==> src/rtl/cot_pkg.sv <==
package cot_pkg;
  typedef enum logic [2:0] {
    ST_IDLE,
    ST_DT_HS,
    ST_HS_ON,
    ST_DT_LS,
    ST_LS_ON
  } cot_state_e;
endpackage

==> src/rtl/cot_clamp.sv <==
module cot_clamp #(
  parameter int W     = 8,
  parameter int FLOOR = 0
) (
  input  logic [W-1:0] val_i,
  output logic [W-1:0] val_o
);
  generate
    if (FLOOR == 0) begin : g_pass
      assign val_o = val_i;
    end else begin : g_floor
      assign val_o = (val_i < W'(FLOOR)) ? W'(FLOOR) : val_i;
    end
  endgenerate
endmodule

==> src/rtl/cot_oneshot.sv <==
module cot_oneshot #(
  parameter int W = 8
) (
  input  logic         clk_i,
  input  logic         rst_ni,
  input  logic         clr_i,
  input  logic         load_i,
  input  logic [W-1:0] len_i,
  output logic [W-1:0] cnt_o
);
  always_ff @(posedge clk_i or negedge rst_ni) begin
    if (!rst_ni)             cnt_o <= '0;
    else if (clr_i)          cnt_o <= '0;
    else if (load_i)         cnt_o <= len_i;
    else if (cnt_o != '0)    cnt_o <= cnt_o - W'(1);
  end
endmodule

==> src/rtl/cot_gate_seq.sv <==
module cot_gate_seq
  import cot_pkg::*;
#(
  parameter int CNT_W    = 8,
  parameter int DT_W     = 4,
  parameter int MIN_ON   = 7,
  parameter int MIN_DEAD = 1
) (
  input  logic             clk_i,
  input  logic             rst_ni,
  input  logic             disable_i,
  input  logic             fb_low_i,
  input  logic             valley_oc_i,
  input  logic             zero_cross_i,
  input  logic             dem_en_i,
  input  logic [CNT_W-1:0] ton_cfg_i,
  input  logic [CNT_W-1:0] toff_cfg_i,
  input  logic [DT_W-1:0]  dead_cfg_i,
  output logic             hs_en_o,
  output logic             ls_en_o
);
  cot_state_e       state_q, state_d;
  logic [CNT_W-1:0] ton_eff, ph_len, ph_cnt, off_cnt;
  logic [DT_W-1:0]  dead_eff;
  logic             ph_load, off_load, ph_last, off_done, start_ok;

  cot_clamp #(.W(CNT_W), .FLOOR(MIN_ON)) u_ton_clamp (
    .val_i(ton_cfg_i), .val_o(ton_eff)
  );
  cot_clamp #(.W(DT_W), .FLOOR(MIN_DEAD)) u_dead_clamp (
    .val_i(dead_cfg_i), .val_o(dead_eff)
  );

  // shared timer for dead-time and on-time phases
  cot_oneshot #(.W(CNT_W)) u_phase (
    .clk_i(clk_i), .rst_ni(rst_ni), .clr_i(disable_i),
    .load_i(ph_load), .len_i(ph_len), .cnt_o(ph_cnt)
  );
  // minimum off-time, runs from high-side fall
  cot_oneshot #(.W(CNT_W)) u_off (
    .clk_i(clk_i), .rst_ni(rst_ni), .clr_i(disable_i),
    .load_i(off_load), .len_i(toff_cfg_i), .cnt_o(off_cnt)
  );

  assign ph_last  = (ph_cnt <= CNT_W'(1));
  assign off_done = (off_cnt == '0);
  assign start_ok = fb_low_i && off_done;

  always_comb begin
    state_d  = state_q;
    ph_load  = 1'b0;
    ph_len   = CNT_W'(dead_eff);
    off_load = 1'b0;
    case (state_q)
      ST_IDLE: if (start_ok) begin
        state_d = ST_DT_HS;
        ph_load = 1'b1;
      end
      ST_LS_ON: begin
        if (start_ok && !valley_oc_i) begin
          state_d = ST_DT_HS;
          ph_load = 1'b1;
        end else if (dem_en_i && zero_cross_i) begin
          state_d = ST_IDLE;
        end
      end
      ST_DT_HS: if (ph_last) begin
        state_d = ST_HS_ON;
        ph_load = 1'b1;
        ph_len  = ton_eff;
      end
      ST_HS_ON: if (ph_last) begin
        state_d  = ST_DT_LS;
        ph_load  = 1'b1;
        off_load = 1'b1;
      end
      ST_DT_LS: if (ph_last) state_d = ST_LS_ON;
      default: state_d = ST_IDLE;
    endcase
  end

  always_ff @(posedge clk_i or negedge rst_ni) begin
    if (!rst_ni)        state_q <= ST_IDLE;
    else if (disable_i) state_q <= ST_IDLE;
    else                state_q <= state_d;
  end

  assign hs_en_o = (state_q == ST_HS_ON);
  assign ls_en_o = (state_q == ST_LS_ON);
endmodule

==> config.mk <==
export PLATFORM = sky130hd
export DESIGN_NAME = cot_gate_seq
export DESIGN_NICKNAME = d
export VERILOG_FILES = /design/src/rtl/cot_pkg.sv /design/src/rtl/cot_clamp.sv /design/src/rtl/cot_oneshot.sv /design/src/rtl/cot_gate_seq.sv
export SDC_FILE = /design/constraint.sdc
export NUM_CORES = 1
export LEC_CHECK = 0
export BUFFER_PORTS_ARGS = -buffer_cell sky130_fd_sc_hd__buf_4
export CORE_AREA = 2 2 71 73
export DETAILED_ROUTE_END_ITERATION = 8
export DIE_AREA = 0 0 73 75
export PLACE_DENSITY = 0.58
export SLEW_MARGIN = 20
export SYNTH_ARGS = -nofsm -noshare
export SYNTH_HDL_FRONTEND = slang
export SYNTH_HIERARCHICAL = 1
export SYNTH_SLANG_ARGS = --single-unit
==> constraint.sdc <==
create_clock -name clk_i -period 2.3 [get_ports clk_i]
set_input_delay 0.115 -clock clk_i [delete_from_list [all_inputs] [get_ports clk_i]]
set_output_delay 0.115 -clock clk_i [all_outputs]
set_load 0.01 [all_outputs]
==> flow_summary.yaml, run 1 <==
min_path:
  hold_end: "u_phase/cnt_o[1]"
  worstHoldPathCells: 2
  hp-start: "disable_i"
  hold_class: "input pin to flop"
clocking:
  htree_levels: 1
  clk_latency_ns: 0.26
  clock_path_buffers: 2
  numCtsBuffers: 3
  cts_tree: "done"
  clock_sink_count: 19
  clkSlewWorstSetupHoldPaths_ns: 0.08
  clockRootBuffer: "clkbuf_8"
yosys:
  synth-compound-area-share_pct: 17.5
  syn_avg_cell_area_sq_um: 9.00
  yosys.area.top_type: "dfrtp_1"
  synth_xor_area_share_pct: 3.26
  synth_simple_gate_area_share_pct: 34.0
  synth_top_family_by_area: "simple AND/OR/NAND/NOR gates"
  synth.top_cell.area_share_pct: 29.5
  synth.cell_area_sq_um: 1610
  synth_cell_types: 52
  synthTopCellsByArea: "dfrtp_1 30%, nor4_4 4.0%, ha_1 3.1%"
  synth_edf_count: 0
  ys.flop_type: "dfrtp_1"
  ys_seq_area_share_pct: 29.5
  syn-num-nets: 210
  synth_fa_ha_area_share_pct: 3.11
  yosys_register_bits: 19
  synthCells: 179
  synthMuxAreaShare_pct: 5.28
  synthArstFlopShare_pct: 100
  ys_warn_count: 6
worst_setup_path:
  cp-end-kind: "flop"
  worst-endpoint-arrival_ns: 2.37
  critical_path_class: "flop to flop"
  reg2reg_slack_ns: 0.13
  cp_max_fo: 7
  cp-start-kind: "flop"
  required_ns: 2.50
  ff2ff_path_depth: 8
  r2r-start: "u_phase/cnt_o[6]"
  r2r-end: "u_phase/cnt_o[7]"
timing:
  period_minus_slack_ns: 2.17
  period_share_pct: 94.5
  finalSetupViolCount: 0
  fmax_mhz: 460
  setup_tns_ns: 0
  rsz0062_at_grt: "false"
  slew_headroom_pct: 71.7
  finalHoldViolCount: 0
  worstMarginPinSlew_ns: 0.424
  clock_skew_ns: 0.00381
  maxSlewViolCount: 0
pwr:
  seqPwrFrac_pct: 22.8
  clockPowerShare_pct: 9.8
  power_mw: 2.47
  ir_drop_mv: 0.308
  power.density_nw_per_um2: 1220
  power.share.switching_pct: 43.0
  p_int_mw: 1.41
  p_comb_share_pct: 67.4
  p_switching_mw: 1.06
  p_leak_nw: 0.899
placed_design:
  place_area_sq_um: 1950
  post-dp-hpwl_microns: 2980
  place_inst: 266
  io_buffers: 28
  gp_congestion: 0.825
layout:
  final_area_sq_um: 2020
  syn2layout_area_growth_pct: 25.6
  final_cell_mix: "49 x buf_4, 19 x dfrtp_1, 10 x nand2_1"
  fillers: 459
  n_antenna_cell: 0
  final_util_pct: 43.4
  num-nets-final: 250
  layout_commonest_cell: "buf_4"
  drive_gt1_share_pct: 35.3
  stdcell_count: 272
detailed_routing:
  final_antenna_net_count: 0
  wire_per_inst_microns: 14.4
  routed_wl_microns: 3930
  drtIter0Drc: 85
  num_vias: 1453
  viasPerCell: 5.34
  firstDrtPassIters: 4
  route.detailed.drc: 0
global_routing:
  grt_overflow: 0
  grt_pass1_vias: 1343
  grt_first_pass_wirelength_microns: 6560
  grt_use_total_pct: 15.0
  grt_max_degree: 20
  antenna_found_initial: 0
die:
  die_y_microns: 75
  coreArea_sq_um: 4660
  num_io_pins: 29
  initial_core_util_pct: 34.6
  fp-row-count: 25
  die-area_sq_um: 5480
  die_x_microns: 73
status:
  status: "finished clean"
flow_run:
  max-cap-violations: 0
==> kinds of logic (layout without fill, tap and decap cells) <==
group	after synthesis	after routing
buffers and inverters	24	63
AO/OA/AOI/OAI	40	40
AND/OR/NAND/NOR	78	78
XOR/XNOR	6	6
adder cells (fa/ha/maj)	4	4
multiplexers	8	8
flip-flops	19	19
==> power by group through the flow <==
stage               sequential (mW)  combinational [mW]  clock [mW]
floorplan                     0.600                1.12           0
CTS                           0.560                1.63       0.248
finish                        0.563                1.66       0.241
global placement              0.564                1.62           0
global route                  0.578                1.84       0.264
detailed placement            0.566                1.62           0
==> critical path, cell delays in order, from the launching register on <==
cell	delay, ns
dfrtp_1	0.47
nor4_4	0.34
nand3_2	0.19
nor3_4	0.21
buf_4	0.18
and2_2	0.15
inv_1	0.04
a221oi_1	0.32
and3_1	0.20
==> layer usage <==
layer / wire length [microns] / GRT usage (%) / vias up
met2: 1710 / 22.4 / 25
met3: 108 / 1.20 / 2
met5: 0 / 0 / -
met4: 27 / 3.70 / 0
li1: - / - / 741
met1: 2080 / 23.1 / 685
==> Yosys cell counts, types with 2 or more instances <==
library cell and n:
dfrtp_1 19, nand2_1 10, inv_1 9, nor2_1 8, a21oi_1 7, clkbuf_1 7, nand3_1 7, nor3_1 6
o21ai_0 6, nor2b_1 5, nor4_1 5, a31oi_1 4, and2_2 4, buf_2 4, ha_1 4, mux2_2 4
mux2i_1 4, and2_1 3, and3_1 3, nand4_1 3, nor4_4 3, o21bai_1 3, or4_4 3, xnor2_1 3
xor2_1 3, a211o_1 2, a211oi_1 2, a21o_1 2, a221oi_1 2, a22oi_1 2, a311oi_1 2, buf_6 2
nand2b_1 2, nor3_2 2, nor4b_1 2, nor4b_2 2, o211ai_2 2, o22ai_1 2, or3_1 2, or4b_1 2
==> cell type report <==
class                      count  area [sq um]  share of cell area [%]
timing repair buffer          50           378                    18.7
inverter                       9          33.8                    1.67
multi-input combinational    136          1020                    50.6
tap                           54          67.6                    3.34
clock buffer                   4          45.0                    2.23
sequential                    19           475                    23.5
==> how the worst max path moves through the flow <==
stage | from | to | slack (ns) | cells past startpoint
6_report | u_phase/cnt_o[6] | u_phase/cnt_o[7] | 0.13 | 8
5_1_grt | u_phase/cnt_o[6] | u_phase/cnt_o[7] | 0.006 | 8
4_1_cts | u_phase/cnt_o[1] | u_phase/cnt_o[7] | 0.12 | 9
3_5_place_dp | u_phase/cnt_o[1] | u_phase/cnt_o[7] | 0.13 | 9
3_3_place_gp | u_phase/cnt_o[1] | u_phase/cnt_o[7] | 0.12 | 9
2_1_floorplan | u_phase/cnt_o[2] | u_phase/cnt_o[1] | 0.31 | 7
==> repair_timing <==
action	CTS	global route
buffers inserted	0	1
setup endpoints to repair	0	1
resized for setup	0	1
hold endpoints to repair	19	0
hold buffers	1	0
==> registers in the layout, indices dropped and copies added (netlist names) <==
name and count:
state_q 3, u_off/cnt_o 8, u_phase/cnt_o 8
==> metrics by stage <==
step                hold slack, ns  setup slack [ns]
global route                 0.124           0.00569
floorplan                   -0.181             0.305
detailed placement          0.0132             0.133
finish                       0.127             0.127
CTS                          0.121             0.118
global placement            0.0116             0.123
Power figures use the tool's default switching activity.
==> run 2: changes to the inputs <==
- clock period: 2.3 -> 2.2 ns (I/O delays scaled with it)
==> flow_summary.yaml, run 2 (synthesis results as in run 1) <==
detailed_routing:
  drtIter0Drc: 147
  firstDrtPassIters: 4
  routed_wl_microns: 3980
  num_vias: 1455
  final_antenna_net_count: 0
  wire_per_inst_microns: 14.8
  route.detailed.drc: 0
  viasPerCell: 5.39
worst_setup_path:
  ff2ff_path_depth: 8
  cp-end-kind: "flop"
  cp-start-kind: "flop"
  worst-endpoint-arrival_ns: 2.24
  critical_path_class: "flop to flop"
  required_ns: 2.39
  reg2reg_slack_ns: 0.16
  cp_max_fo: 7
  r2r-start: "u_phase/cnt_o[6]"
  r2r-end: "u_phase/cnt_o[7]"
timing:
  rsz0062_at_grt: "false"
  finalHoldViolCount: 0
  hold_ws_ns: 0.117
  period_share_pct: 93.0
  worstMarginPinSlew_ns: 0.448
  slew_headroom_pct: 70.0
  finalSetupViolCount: 0
  maxSlewViolCount: 0
  setup_tns_ns: 0
  clock_skew_ns: 0.00277
  fmax_mhz: 489
  period_minus_slack_ns: 2.04
layout:
  n_antenna_cell: 0
  stdcell_count: 270
  largestRegisters: "u_off/cnt_o x8, u_phase/cnt_o x8, state_q x3"
  drive_gt1_share_pct: 35.6
  layout_commonest_cell: "buf_4"
  syn2layout_area_growth_pct: 26.0
  final_util_pct: 43.5
  num-nets-final: 248
  final_cell_mix: "47 x buf_4, 19 x dfrtp_1, 10 x nand2_1"
pwr:
  p_int_mw: 1.46
  ir_drop_mv: 0.365
  seqPwrFrac_pct: 23.6
  clockPowerShare_pct: 9.6
  power.density_nw_per_um2: 1280
  p_leak_nw: 0.895
  p_switching_mw: 1.13
  power.share.switching_pct: 43.8
  p_comb_share_pct: 66.9
status:
  status: "finished clean"
global_routing:
  grt_overflow: 0
  grt_pass1_vias: 1441
  grt_max_degree: 20
  antenna_found_initial: 0
  grt_use_total_pct: 15.8
  grt_first_pass_wirelength_microns: 6850
die:
  die_y_microns: 75
  initial_core_util_pct: 34.6
  num_io_pins: 29
  die_x_microns: 73
  coreArea_sq_um: 4660
  fp-row-count: 25
  die-area_sq_um: 5480
clocking:
  cts_tree: "done"
  clockRootBuffer: "clkbuf_8"
  htree_levels: 1
  postCtsSetupBuffers: 0
  numCtsBuffers: 3
  clock_sink_count: 19
  clk_latency_ns: 0.25
  clock_path_buffers: 2
  clkSlewWorstSetupHoldPaths_ns: 0.08
flow_run:
  max-cap-violations: 0
placed_design:
  post-dp-hpwl_microns: 3090
  io_buffers: 28
  gp_congestion: 0.810
  place_inst: 265
min_path:
  hp-start: "toff_cfg_i[2]"
  hold_end: "u_off/cnt_o[2]"
  worstHoldPathCells: 3
  hold_class: "input pin to flop"
run 2: layer usage:
metal  vias to the layer above  track usage, %  share of wire, %
met5                         -               0                 0
met4                         0            2.67                 0
met3                         0            1.87               4.6
met2                        37            24.9                45
met1                       682            23.7                50
li1                        736               -                 -
run 2: worst max-delay path: stages, from the launching register on:
cell	delay [ns]
dfrtp_1	0.47
nor4_4	0.36
nand3_2	0.19
nor3_4	0.19
buf_4	0.18
and2_2	0.14
inv_1	0.03
a221oi_1	0.25
and3_1	0.18
run 2: worst max path at each step:
stage                startpoint                to  slack, ns  depth (start not counted)
3_5_place_dp   u_phase/cnt_o[1]  u_phase/cnt_o[7]       0.11                          8
2_1_floorplan  u_phase/cnt_o[2]  u_phase/cnt_o[1]       0.21                          7
4_1_cts        u_phase/cnt_o[1]  u_phase/cnt_o[7]       0.09                          8
3_3_place_gp   u_phase/cnt_o[1]  u_phase/cnt_o[1]       0.16                          7
6_report       u_phase/cnt_o[6]  u_phase/cnt_o[7]       0.16                          8
5_1_grt        u_phase/cnt_o[6]  u_phase/cnt_o[6]      0.008                          9
run 2: layout make-up:
cell class                      instances  area (sq um)
Sequential cell                        19           475
Fill cell                             456          2630
Inverter                                9          33.8
Clock buffer                            4          45.0
Multi-Input combinational cell        136          1040
Tap cell                               54          67.6
Timing Repair Buffer                   48           363
run 2: timing repair:
action | CTS | global route
resized for setup | 0 | 5
setup endpoints to repair | 0 | 9
hold buffers | 1 | 0
endpoints found under the hold margin | 19 | 0
run 2: power by group through the flow:
stage          registers (mW)  logic (mW)  clock network [mW]
6_report                0.610        1.73               0.248
5_1_grt                 0.628        1.91               0.278
2_1_floorplan           0.627        1.17                   0
4_1_cts                 0.587        1.69               0.256
3_3_place_gp            0.592        1.68                   0
3_5_place_dp            0.594        1.68                   0
run 2: through the flow:
stage | instance area, sq um | worst slack [ns] | power (mW)
after CTS | 2000 | 0.0860 | 2.54
after floorplan | 1610 | 0.205 | 1.80
after detailed placement | 1950 | 0.106 | 2.28
after global routing | 2030 | 0.00766 | 2.82
final | 2030 | 0.155 | 2.59
after global placement | 1950 | 0.160 | 2.27
